**src/rtl/sio_cfg_pkg.sv**
```systemverilog
package sio_cfg_pkg;
  localparam logic [7:0] KEY_OPEN    = 8'h55;
  localparam logic [7:0] KEY_CLOSE   = 8'hAA;
  localparam logic [7:0] IDX_LDN     = 8'h07;
  localparam logic [7:0] IDX_ID      = 8'h20;
  localparam logic [7:0] IDX_REV     = 8'h21;
  localparam logic [7:0] IDX_BASE_HI = 8'h60;
  localparam logic [7:0] IDX_BASE_LO = 8'h61;
  localparam logic [7:0] CLOSED_READ = 8'hFF;

  typedef enum logic {
    ST_LOCKED = 1'b0,
    ST_OPEN   = 1'b1
  } cfg_state_e;
endpackage

```
**src/rtl/sio_key_fsm.sv**
```systemverilog
module sio_key_fsm
  import sio_cfg_pkg::*;
#(
  parameter int DW = 8
) (
  input  logic          clk,
  input  logic          rst,
  input  logic          idx_wr,
  input  logic [DW-1:0] wdata,
  output logic          open_o,
  output logic [DW-1:0] index_o
);
  cfg_state_e    state_q;
  logic [DW-1:0] index_q;

  always_ff @(posedge clk) begin
    if (rst) begin
      state_q <= ST_LOCKED;
      index_q <= '0;
    end else if (idx_wr) begin
      case (state_q)
        ST_LOCKED: if (wdata == KEY_OPEN) state_q <= ST_OPEN;
        ST_OPEN: begin
          if (wdata == KEY_CLOSE) state_q <= ST_LOCKED;
          else                    index_q <= wdata;
        end
        default: state_q <= ST_LOCKED;
      endcase
    end
  end

  assign open_o  = (state_q == ST_OPEN);
  assign index_o = index_q;


  key_open_chk: assert property (@(posedge clk) disable iff (rst)
    (idx_wr && !open_o && wdata == KEY_OPEN) |=> open_o);


  key_ignore_chk: assert property (@(posedge clk) disable iff (rst)
    (idx_wr && !open_o && wdata != KEY_OPEN) |=> (!open_o && $stable(index_o)));


  key_close_chk: assert property (@(posedge clk) disable iff (rst)
    (idx_wr && open_o && wdata == KEY_CLOSE) |=> !open_o);
endmodule

```
**src/rtl/sio_ldn_bank.sv**
```systemverilog
module sio_ldn_bank #(
  parameter int          LDN_W    = 4,
  parameter int          DW       = 8,
  parameter int          MON_LDN  = 8,
  parameter logic [15:0] MON_BASE = 16'h0480
) (
  input  logic             clk,
  input  logic             rst,
  input  logic [LDN_W-1:0] sel,
  input  logic             wr_hi,
  input  logic             wr_lo,
  input  logic [DW-1:0]    wdata,
  output logic [DW-1:0]    sel_hi,
  output logic [DW-1:0]    sel_lo,
  output logic [2*DW-1:0]  mon_base
);
  localparam int DEV_N = 1 << LDN_W;

  logic [DW-1:0] hi_all [DEV_N];
  logic [DW-1:0] lo_all [DEV_N];

  for (genvar g = 0; g < DEV_N; g++) begin : g_dev
    localparam logic [2*DW-1:0] DFLT = (g == MON_LDN) ? MON_BASE : '0;
    logic [DW-1:0] hi_q, lo_q;
    logic          hit;
    assign hit = (sel == LDN_W'(g));
    always_ff @(posedge clk) begin
      if (rst) begin
        hi_q <= DFLT[2*DW-1:DW];
        lo_q <= DFLT[DW-1:0];
      end else begin
        if (wr_hi && hit) hi_q <= wdata;
        if (wr_lo && hit) lo_q <= wdata;
      end
    end
    assign hi_all[g] = hi_q;
    assign lo_all[g] = lo_q;
  end

  assign sel_hi   = hi_all[sel];
  assign sel_lo   = lo_all[sel];
  assign mon_base = {hi_all[MON_LDN], lo_all[MON_LDN]};


  bank_hold_chk: assert property (@(posedge clk) disable iff (rst)
    (!wr_hi && !wr_lo) |=> $stable(mon_base));
endmodule

```
**src/rtl/sio_read_mux.sv**
```systemverilog
module sio_read_mux
  import sio_cfg_pkg::*;
#(
  parameter int         LDN_W    = 4,
  parameter int         DW       = 8,
  parameter logic [7:0] CHIP_ID  = 8'h6F,
  parameter logic [7:0] CHIP_REV = 8'h01
) (
  input  logic             clk,
  input  logic             rst,
  input  logic             rd_stb,
  input  logic             addr,
  input  logic             open_i,
  input  logic [DW-1:0]    index,
  input  logic [LDN_W-1:0] ldn,
  input  logic [DW-1:0]    sel_hi,
  input  logic [DW-1:0]    sel_lo,
  output logic [DW-1:0]    rdata
);
  logic [DW-1:0] val;
  logic [DW-1:0] rdata_q;

  always_comb begin
    if (!open_i)    val = CLOSED_READ;
    else if (!addr) val = index;
    else begin
      case (index)
        IDX_LDN:     val = {{(DW-LDN_W){1'b0}}, ldn};
        IDX_ID:      val = CHIP_ID;
        IDX_REV:     val = CHIP_REV;
        IDX_BASE_HI: val = sel_hi;
        IDX_BASE_LO: val = sel_lo;
        default:     val = '0;
      endcase
    end
  end

  always_ff @(posedge clk) begin
    if (rst)         rdata_q <= CLOSED_READ;
    else if (rd_stb) rdata_q <= val;
  end

  assign rdata = rdata_q;


  closed_read_chk: assert property (@(posedge clk) disable iff (rst)
    (rd_stb && !open_i) |=> (rdata == CLOSED_READ));


  rdata_hold_chk: assert property (@(posedge clk) disable iff (rst)
    !rd_stb |=> $stable(rdata));
endmodule

```
**src/rtl/sio_cfg_port.sv**
```systemverilog
module sio_cfg_port
  import sio_cfg_pkg::*;
#(
  parameter int          LDN_W    = 4,
  parameter int          MON_LDN  = 8,
  parameter logic [15:0] MON_BASE = 16'h0480,
  parameter logic [7:0]  CHIP_ID  = 8'h6F,
  parameter logic [7:0]  CHIP_REV = 8'h01
) (
  input  logic        clk,
  input  logic        rst,
  input  logic        bus_addr,
  input  logic        bus_wr,
  input  logic        bus_rd,
  input  logic [7:0]  bus_wdata,
  output logic [7:0]  bus_rdata,
  output logic [15:0] mon_base
);
  localparam int DW = 8;

  logic             open_w;
  logic [DW-1:0]    index_w;
  logic             idx_wr, dat_wr;
  logic [LDN_W-1:0] ldn_q;
  logic [DW-1:0]    sel_hi, sel_lo;

  assign idx_wr = bus_wr && !bus_addr;
  assign dat_wr = bus_wr && bus_addr && open_w;

  sio_key_fsm #(.DW(DW)) u_key (
    .clk(clk), .rst(rst), .idx_wr(idx_wr), .wdata(bus_wdata),
    .open_o(open_w), .index_o(index_w)
  );

  always_ff @(posedge clk) begin
    if (rst)                               ldn_q <= '0;
    else if (dat_wr && index_w == IDX_LDN) ldn_q <= bus_wdata[LDN_W-1:0];
  end

  sio_ldn_bank #(.LDN_W(LDN_W), .DW(DW), .MON_LDN(MON_LDN), .MON_BASE(MON_BASE)) u_bank (
    .clk(clk), .rst(rst), .sel(ldn_q),
    .wr_hi(dat_wr && index_w == IDX_BASE_HI),
    .wr_lo(dat_wr && index_w == IDX_BASE_LO),
    .wdata(bus_wdata), .sel_hi(sel_hi), .sel_lo(sel_lo), .mon_base(mon_base)
  );

  sio_read_mux #(.LDN_W(LDN_W), .DW(DW), .CHIP_ID(CHIP_ID), .CHIP_REV(CHIP_REV)) u_rmux (
    .clk(clk), .rst(rst), .rd_stb(bus_rd), .addr(bus_addr), .open_i(open_w),
    .index(index_w), .ldn(ldn_q), .sel_hi(sel_hi), .sel_lo(sel_lo), .rdata(bus_rdata)
  );


  ldn_hold_chk: assert property (@(posedge clk) disable iff (rst)
    !(bus_wr && bus_addr) |=> $stable(ldn_q));


  id_read_chk: assert property (@(posedge clk) disable iff (rst)
    (bus_rd && bus_addr && open_w && index_w == IDX_ID) |=> (bus_rdata == CHIP_ID));
endmodule

```
**config.mk**
```make
export PLATFORM = sky130hd
export DESIGN_NAME = sio_cfg_port
export DESIGN_NICKNAME = d
export VERILOG_FILES = /design/src/rtl/sio_cfg_pkg.sv /design/src/rtl/sio_key_fsm.sv /design/src/rtl/sio_ldn_bank.sv /design/src/rtl/sio_read_mux.sv /design/src/rtl/sio_cfg_port.sv
export SDC_FILE = /design/constraint.sdc
export NUM_CORES = 1
export LEC_CHECK = 0
export ABC_CLOCK_PERIOD_IN_PS = 3580
export BUFFER_PORTS_ARGS = -buffer_cell sky130_fd_sc_hd__buf_2
export CORE_MARGIN = 8
export CORE_UTILIZATION = 39
export DETAILED_ROUTE_END_ITERATION = 10
export GPL_TIMING_DRIVEN = 1
export PLACE_DENSITY = 0.51
export SKIP_CTS_REPAIR_TIMING = 1
export SLEW_MARGIN = 15
export SYNTH_ARGS = -nofsm -noshare
export SYNTH_HDL_FRONTEND = slang
export SYNTH_SLANG_ARGS = --single-unit
```
**constraint.sdc**
```tcl
create_clock -name clk -period 3.58 [get_ports clk]
set_input_delay 0.716 -clock clk [delete_from_list [all_inputs] [get_ports clk]]
set_output_delay 0.716 -clock clk [all_outputs]
set_load 0.01 [all_outputs]
```
==> metrics.yaml <==
outcome:
  status: "completed"
place:
  port_buffers: 36
  place.gp.congestion: 0.820
  dp_hpwl_um: 21500
  place_inst: 1587
  place_worst_setup_slack_ps: 721
  placed_area_um2: 13300
floorplan:
  num_rows: 65
  die_w_um: 196
  initial_utilization: 0.398
  die_h_um: 196
  core_area_um2: 31600
  die-area_um2: 38300
  boundaryPins: 37
worst_hold_path:
  hold_class: "primary input to register"
clock_tree:
  cts_buffers: 30
  clk_pin_slew_ps: 60
  cts-root-buf: "clkbuf_16"
  clock_sinks: 277
  cts_tree: "built"
  h-tree-depth: 1
  cts_buffer_depth: 3
  clk_latency_ps: 560
pwr:
  p_switching_mw: 1.37
  finalPower_mw: 6.30
  power_leakage_nw: 5.90
  switching_share: 0.217
  seqPwrFrac: 0.489
  ir_worst_vdd_v: 0.000357
  internal_power_mw: 4.93
  clkPwrFrac: 0.487
  share_comb_of_total_power: 0.024
  power_density_nw_per_um2: 442
grt:
  grt_max_degree: 99
  grt_pass1_wl_um: 53700
  grt_pass1_vias: 8656
  grt_usage: 0.177
  grt.overflow.total: 0
  grt_antenna_before_repair: 0
route:
  drt_iter0_markers: 481
  ant_nets: 0
  firstDrtPassIters: 5
  wirelength_um: 34400
  wl_per_cell_um: 21.0
  drc: 0
  vias: 8875
  vias_per_cell: 5.41
timing:
  rsz0062_at_grt: "false"
  setup_slack_ps: 780
  period_needed_ps: 2800
  fin_crit_sh: 0.782
  worst_pin_slew_ps: 1030
  hold_ws_ps: 409
  skew_ps: 10.9
  max_slew_margin: 0.314
  final_max_slew_viol_count: 0
  fmax_mhz: 357
  hold_viol_final: 0
  finalSetupViolations: 0
  setup_tns_ps: 0
yosys:
  syn_nets: 1213
  async_reset_ff_frac: 0
  netlist_area_um2: 12600
  avgSynthCellArea_um2: 10.5
  seq_area_frac_synth: 0.441
  synth_area_leaders: "dfxtp_1 (44%), mux2i_1 (22%), mux4_2 (11%)"
  yosysTopAreaCell: "dfxtp_1"
  yosysWarningCount: 0
  yosys.area.top_type_share: 0.441
  ys_ff_latch: 277
  ys_types: 50
  synth-edff-count: 0
  synth.most_common_cell: "nor2_1"
  synthTopCellsByCount: "nor2_1 (292), dfxtp_1 (277), mux2i_1 (272), clkbuf_1 (77), mux4_2 (62)"
  synth_ff_type: "dfxtp_1"
  postSynthCellCount: 1200
worst_setup_path:
  critical-path-max-stage-delay_ps: 720
  crit_slowest_cell: "dfxtp_4"
  crit_type: "register to register"
  start_kind: "register"
  crit_family: "compound AO/OA/AOI/OAI gates"
  worstPathMaxFanout: 25
  crit_chain: "mux4_2 > mux2i_1 > o21ai_0 > a2111oi_0 > o21ai_1"
  cp.required_ps: 4000
  cp-end-kind: "register"
  arrival_ps: 3220
  r2r_slack_ps: 780
  path_buf_inv: 0
job:
  maxCapViolations: 0
final_layout:
  drive_gt1_frac: 0.179
  syn_to_final_growth_pct: 13.1
  fin_util: 0.450
  diodes: 0
  layout.nets: 1230
  fin_cells: 1639
  fin_area_um2: 14200
==> path summary, 6_finish.rpt <==
path / start / end / cells past startpoint
min reg2reg: u_bank.g_dev[7].hi_q[1]$_SDFFE_PP0P_ / u_bank.g_dev[7].hi_q[1]$_SDFFE_PP0P_ / 2
max: ldn_q[0]$_SDFFE_PP0P_ / u_rmux.rdata[1]$_SDFFE_PP1P_ / 5
min: bus_wr / u_key.open_o$_SDFFE_PP0P_ / 2
max reg2reg: ldn_q[0]$_SDFFE_PP0P_ / u_rmux.rdata[1]$_SDFFE_PP1P_ / 5
==> placed cells by master (no fill, tap or decap), drive strengths merged, types with 2 or more instances in the layout <==
cell type	instances
nand2b	8
nor4b	4
nor2	292
mux2i	272
inv	7
nor2b	10
and4b	3
nand2	18
nand3	23
nand4	6
mux4	62
clkbuf	50
nor4	6
and2	3
dfxtp	277
nor3	15
a22oi	15
buf	91
o211ai	2
a211o	2
mux2	2
and3	9
o21ai	12
a211oi	4
bufinv	2
a31oi	14
a2111oi	2
or3	2
nand3b	3
a21oi	8
==> logic make-up (layout without fill, tap and decap cells) <==
logic type      after synthesis  after routing  share of synthesized area
buf+inv                     114            151                     0.0369
compound gates               68             68                     0.0362
mux                         336            336                      0.329
simple gates                405            405                      0.157
flops                       277            277                      0.441
==> power by group through the flow <==
stage               Clock (mW)  Combinational (mW)  Sequential (mW)
finish                    3.07               0.149             3.08
global route              3.29               0.159             3.08
CTS                       3.15               0.151             3.08
detailed placement           0               0.151             3.15
global placement             0               0.152             3.15
floorplan                    0              0.0954             3.15
==> flip-flops by register name, summed over array words and instances, names as in the netlist <==
| name | cells |
|---|---|
| ldn_q | 4 |
| u_bank.g_dev.lo_q | 128 |
| u_key.open_o | 1 |
| u_rmux.rdata | 8 |
| u_bank.g_dev.hi_q | 128 |
| u_key.index_o | 8 |
==> cell type report <==
type	count	area, um^2
flip-flops and latches	277	5550
multi-input cells	809	6570
inverters	7	26.3
well taps	402	503
clock inverters	3	65.1
repair buffers	92	622
clock buffers	49	893
fillers	3035	17400
==> per-layer routing <==
layer | global-route usage | up-vias | part of all wire
met4 | 0.0399 | 0 | 0.019
met5 | 0 | - | 0
met3 | 0.0287 | 45 | 0.045
li1 | - | 4257 | -
met1 | 0.254 | 4401 | 0.49
met2 | 0.274 | 172 | 0.45
No activity file was read; power rests on OpenSTA's default activity.
